[src/rtl/gpe_merge_pkg.sv]
package gpe_merge_pkg;

    // Per-port tracker state
    typedef struct packed {
        logic busy;   // outstanding raise
        logic defer;  // raise postponed by a same-cycle release
        logic err;    // release without outstanding raise
    } port_st_t;

    // Upstream message holder state
    typedef struct packed {
        logic level;  // merged level, registered
        logic sent;   // level last accepted upstream
    } up_st_t;

endpackage

[src/rtl/gpe_port_track.sv]
module gpe_port_track
    import gpe_merge_pkg::*;
(
    input  logic clk,
    input  logic rst_n,
    input  logic raise_p,
    input  logic release_p,
    output logic busy_d_o,
    output logic busy_o,
    output logic err_o
);

    port_st_t st_q, st_d;
    logic     eff_raise;

    always_comb begin
        st_d      = st_q;
        eff_raise = raise_p | st_q.defer;
        st_d.err  = release_p & ~st_q.busy;
        st_d.defer = eff_raise & release_p;
        if (release_p) begin
            st_d.busy = 1'b0;
        end else if (eff_raise) begin
            st_d.busy = 1'b1;
        end
    end

    always_ff @(posedge clk) begin
        if (!rst_n) begin
            st_q <= '0;
        end else begin
            st_q <= st_d;
        end
    end

    assign busy_d_o = st_d.busy;
    assign busy_o   = st_q.busy;
    assign err_o    = st_q.err;

    // a release always leaves the bit clear afterwards
    a_r3_release_clears: assert property (@(posedge clk) disable iff (!rst_n)
        release_p |=> !busy_o);

    // a lone raise sets the bit
    a_r2_raise_sets: assert property (@(posedge clk) disable iff (!rst_n)
        (raise_p && !release_p) |=> busy_o);

    // unmatched release flags an error for one cycle
    a_r9_err_flag: assert property (@(posedge clk) disable iff (!rst_n)
        (release_p && !busy_o) |=> err_o);

    // same-cycle raise and release sets the bit one cycle later, absent a new release
    a_r10_defer_sets: assert property (@(posedge clk) disable iff (!rst_n)
        (raise_p && release_p) |=> (!busy_o ##1 (busy_o || $past(release_p))));

endmodule

[src/rtl/gpe_up_msg.sv]
module gpe_up_msg
    import gpe_merge_pkg::*;
(
    input  logic clk,
    input  logic rst_n,
    input  logic level_d_i,
    input  logic ready_i,
    output logic valid_o,
    output logic kind_o
);

    up_st_t st_q, st_d;

    always_comb begin
        st_d       = st_q;
        st_d.level = level_d_i;
        if (valid_o && ready_i) begin
            st_d.sent = st_q.level;
        end
    end

    always_ff @(posedge clk) begin
        if (!rst_n) begin
            st_q <= '0;
        end else begin
            st_q <= st_d;
        end
    end

    assign valid_o = st_q.level ^ st_q.sent;
    assign kind_o  = st_q.level;

    // a waiting message never changes its type
    a_r7_hold_kind: assert property (@(posedge clk) disable iff (!rst_n)
        (valid_o && !ready_i) |=> (!valid_o || $stable(kind_o)));

    // an accepted message is not offered again
    a_r7_retire: assert property (@(posedge clk) disable iff (!rst_n)
        (valid_o && ready_i) |=> !(valid_o && (kind_o == $past(kind_o))));

endmodule

[src/rtl/gpe_merge.sv]
module gpe_merge
    import gpe_merge_pkg::*;
#(
    parameter int NUM_PORTS = 4
) (
    input  logic                 clk,
    input  logic                 rst_n,
    input  logic [NUM_PORTS-1:0] raise_in,
    input  logic [NUM_PORTS-1:0] release_in,
    output logic                 up_valid,
    output logic                 up_kind,
    input  logic                 up_ready,
    output logic [NUM_PORTS-1:0] pend_vec,
    output logic                 proto_err
);

    localparam int PW = NUM_PORTS;

    logic [PW-1:0] busy_d;
    logic [PW-1:0] busy_q;
    logic [PW-1:0] err_q;

    for (genvar i = 0; i < PW; i++) begin : g_port
        gpe_port_track u_trk (
            .clk       (clk),
            .rst_n     (rst_n),
            .raise_p   (raise_in[i]),
            .release_p (release_in[i]),
            .busy_d_o  (busy_d[i]),
            .busy_o    (busy_q[i]),
            .err_o     (err_q[i])
        );
    end

    gpe_up_msg u_up (
        .clk       (clk),
        .rst_n     (rst_n),
        .level_d_i (|busy_d),
        .ready_i   (up_ready),
        .valid_o   (up_valid),
        .kind_o    (up_kind)
    );

    assign pend_vec  = busy_q;
    assign proto_err = |err_q;

    // an offered message always matches the merged level of the port bits
    a_r6_kind_matches: assert property (@(posedge clk) disable iff (!rst_n)
        up_valid |-> (up_kind == (|pend_vec)));

    // a raise while already high creates no new offer
    a_r5_no_extra: assert property (@(posedge clk) disable iff (!rst_n)
        ((|pend_vec) && !up_valid && (release_in == '0)) |=> !up_valid);

    // the error flag lasts one cycle unless retriggered
    a_r9_one_cycle: assert property (@(posedge clk) disable iff (!rst_n)
        (proto_err && (release_in == '0)) |=> !proto_err);

endmodule

[config.mk]
export PLATFORM = sky130hd
export DESIGN_NAME = gpe_merge
export DESIGN_NICKNAME = d
export VERILOG_FILES = /design/src/rtl/gpe_merge_pkg.sv /design/src/rtl/gpe_port_track.sv /design/src/rtl/gpe_up_msg.sv /design/src/rtl/gpe_merge.sv
export SDC_FILE = /design/constraint.sdc
export NUM_CORES = 1
export LEC_CHECK = 0
export CORE_AREA = 2 2 39 41
export DETAILED_ROUTE_END_ITERATION = 10
export DIE_AREA = 0 0 41 43
export PLACE_DENSITY = 0.68
export SYNTH_ARGS = -nofsm -noshare
export SYNTH_HDL_FRONTEND = slang
export SYNTH_SLANG_ARGS = --single-unit
[constraint.sdc]
create_clock -name clk -period 1.4 [get_ports clk]
set_input_delay 0.21 -clock clk [delete_from_list [all_inputs] [get_ports clk]]
set_output_delay 0.21 -clock clk [all_outputs]
set_load 0.01 [all_outputs]
==> flow_summary.yaml <==
sta:
  rsz0062_at_grt: "yes"
  hold_slack_ns: 0.433
  worst_slack_ns: -0.0307
  fin_skew_ns: 0.00200
  timing.final.crit_share_pct: 102
  hold_viol_final: 0
  clock.fmax_mhz: 699
  setup-violations-final: 1
  slew_headroom_pct: 78.7
  drv_slew: 0
  tightestPinTransition_ns: 0.318
  fin_crit_ns: 1.43
layout:
  fin_nets: 80
  instances_no_fill: 84
  insertedDiodeCount: 0
  syn2layout_area_growth_pct: 38.8
  drive_above_1_share_pct: 10.3
logic_synthesis:
  yosys_warnings: 0
  syn_inst: 52
  yosys_register_bits: 14
  synth.top_cell.area_share_pct: 57.9
  post_synth.cell_area_avg_sq_um: 9.31
  synth_area_sq_um: 484
  synth.area.top_cells: "dfxtp_1 (58%), nor2_1 (12%), buf_4 (6.2%), and2_1 (3.9%), nor3_1 (3.1%)"
  yosysSeqAreaShare_pct: 57.9
  synth.distinct_cells: 14
  syn-num-nets: 63
  synth_top_cell_by_area: "dfxtp_1"
detailed_routing:
  vias: 368
  wl_per_cell_microns: 9.37
  viasPerCell: 4.38
  dr.pass1.iters: 4
  drt-initial-drc-count: 5
  drc: 0
  ant_nets: 0
  wl_microns: 787
die:
  initial_core_util_pct: 35.0
  num_rows: 14
  core_area_sq_um: 1380
  die_y_microns: 43
  die_x_microns: 41
  dieArea_sq_um: 1760
  io_pins: 18
setup_path:
  setup.worst_path.start: "g_port[1].u_trk.err_o$_SDFF_PN0_"
  critPathKind: "flop to output port"
  rr_endpoint: "u_up.kind_o$_SDFF_PN0_"
  reg2regPathDepth: 3
  required_ns: 1.19
  rrSetupSlack_ns: 0.30
  end_kind: "output port"
  startpoint_type: "flop"
  path_max_fanout: 1
  r2r_start: "g_port[0].u_trk.st_q[1]$_SDFF_PN0_"
  worst_ep_arrival_time_ns: 1.22
clock_tree:
  clockRootBuffer: "clkbuf_4"
  clk_pin_slew_ns: 0.08
  h-tree-depth: 1
  cts_tree: "built"
  clock_sinks: 14
  numCtsBuffers: 3
  insertion_delay_ns: 0.27
  cts-hold-fix-buffers: 0
  clockBufferDepth: 2
  post_cts_buffers: 0
power_and_ir_drop:
  irDropWorstVdd_v: 0.000492
  leakagePower_nw: 0.328
  p_per_area_nw_per_um2: 1210
worst_hold_path:
  min_path_cells: 1
  hold_class: "flop to flop"
  worstHoldStart: "g_port[0].u_trk.busy_o$_SDFF_PN0_"
  whs_endpoint: "g_port[0].u_trk.err_o$_SDFF_PN0_"
place:
  dp_slack_ns: -0.0818
  portBuffers: 17
  gp_congestion: 0.674
  dp_hpwl_microns: 599
  dp_cells: 80
grt:
  grt_pass1_vias: 327
  antenna_found_initial: 0
  grt_max_degree: 11
  grt_pass1_wl_microns: 1280
  grt_usage_pct: 11.9
  grt-ovfl-total: 0
run_status:
  outcome: "finished with violations"
  violations: "negative setup slack"
run:
  cap_violations: 0
-- cells in the mapped netlist (all sizes together) --
master and count:
and2 4, buf 4, clkbuf 1, dfxtp 14
mux2i 1, nand2 4, nor2 16, nor2b 1
nor3 4, o41a 1, or4 1, xor2 1
-- what timing repair did --
| item | CTS | global route |
|---|---|---|
| resized for setup | 8 | 2 |
| endpoints found under the setup margin | 5 | 3 |
| endpoints found under the hold margin | 0 | 0 |
-- where the power goes --
group / switching, mW / internal (mW) / total (mW)
logic: 0.0410 / 0.0601 / 0.101
clock network: 0.123 / 0.158 / 0.281
registers: 0.0120 / 0.421 / 0.433
-- critical path, cell delays in order, from the launching register on --
cell	delay [ns]
dfxtp_1	0.30
or4_1	0.50
buf_2	0.15
-- how the worst max path moves through the flow --
| stage | end | slack [ns] | depth (start not counted) |
|---|---|---|---|
| final | proto_err | -0.03 | 2 |
| after global routing | proto_err | -0.11 | 2 |
| after CTS | proto_err | -0.05 | 2 |
| after detailed placement | proto_err | -0.08 | 2 |
| after global placement | proto_err | -0.06 | 2 |
| after floorplan | proto_err | 0.35 | 1 |
-- cells by family (layout without fill, tap and decap cells) --
logic type	after synthesis	count (layout)	synth area share, %
xor+xnor	1	1	1.81
simple gates	30	30	28.9
buf+inv	5	21	6.98
flops	14	14	57.9
compound gates	1	1	2.33
mux	1	1	2.07
-- registers in the layout, indices dropped and copies added, names as in the netlist --
register,flops
g_port.u_trk.busy_o,4
g_port.u_trk.err_o,4
g_port.u_trk.st_q,4
u_up.kind_o,1
u_up.st_q,1
-- final cells by class --
| class | count | area, sq um |
|---|---|---|
| clock buffers | 4 | 36.3 |
| well taps | 16 | 20.0 |
| flip-flops and latches | 14 | 280 |
| fillers | 146 | 712 |
| repair buffers | 17 | 165 |
| multi-input cells | 33 | 170 |
-- stage by stage --
step	TNS (ns)	util (%)	cell area, sq um	power (mW)
after floorplan	0	-	484	0.495
after global placement	-0.0712	46.3	641	0.555
after detailed placement	-0.104	46.3	641	0.556
after CTS	-0.0502	48.2	667	0.830
after global routing	-0.107	48.6	672	0.865
final	-0.0307	48.6	672	0.815
-- placed cells by master, fill, tap and decap left out --
cell type and instances:
and2_1 3, and2_2 1, buf_2 1, clkbuf_4 3, clkbuf_8 1, clkdlybuf4s50_1 10
dfxtp_1 14, dlygate4sd2_1 4, dlymetal6s2s_1 2, mux2i_1 1, nand2_1 4, nor2_1 16
nor2b_1 1, nor3_1 3, nor3_2 1, o41a_1 1, or4_1 1, xor2_1 1
-- per-layer routing --
layer | vias to the layer above | track usage (%) | share of wire [%]
li1 | 193 | - | -
met1 | 159 | 12.8 | 48
met2 | 12 | 14.4 | 41
met3 | 4 | 6.28 | 5.8
met4 | 0 | 14.0 | 5.2
met5 | - | 0 | 0
No activity file was read; power rests on OpenSTA's default activity.
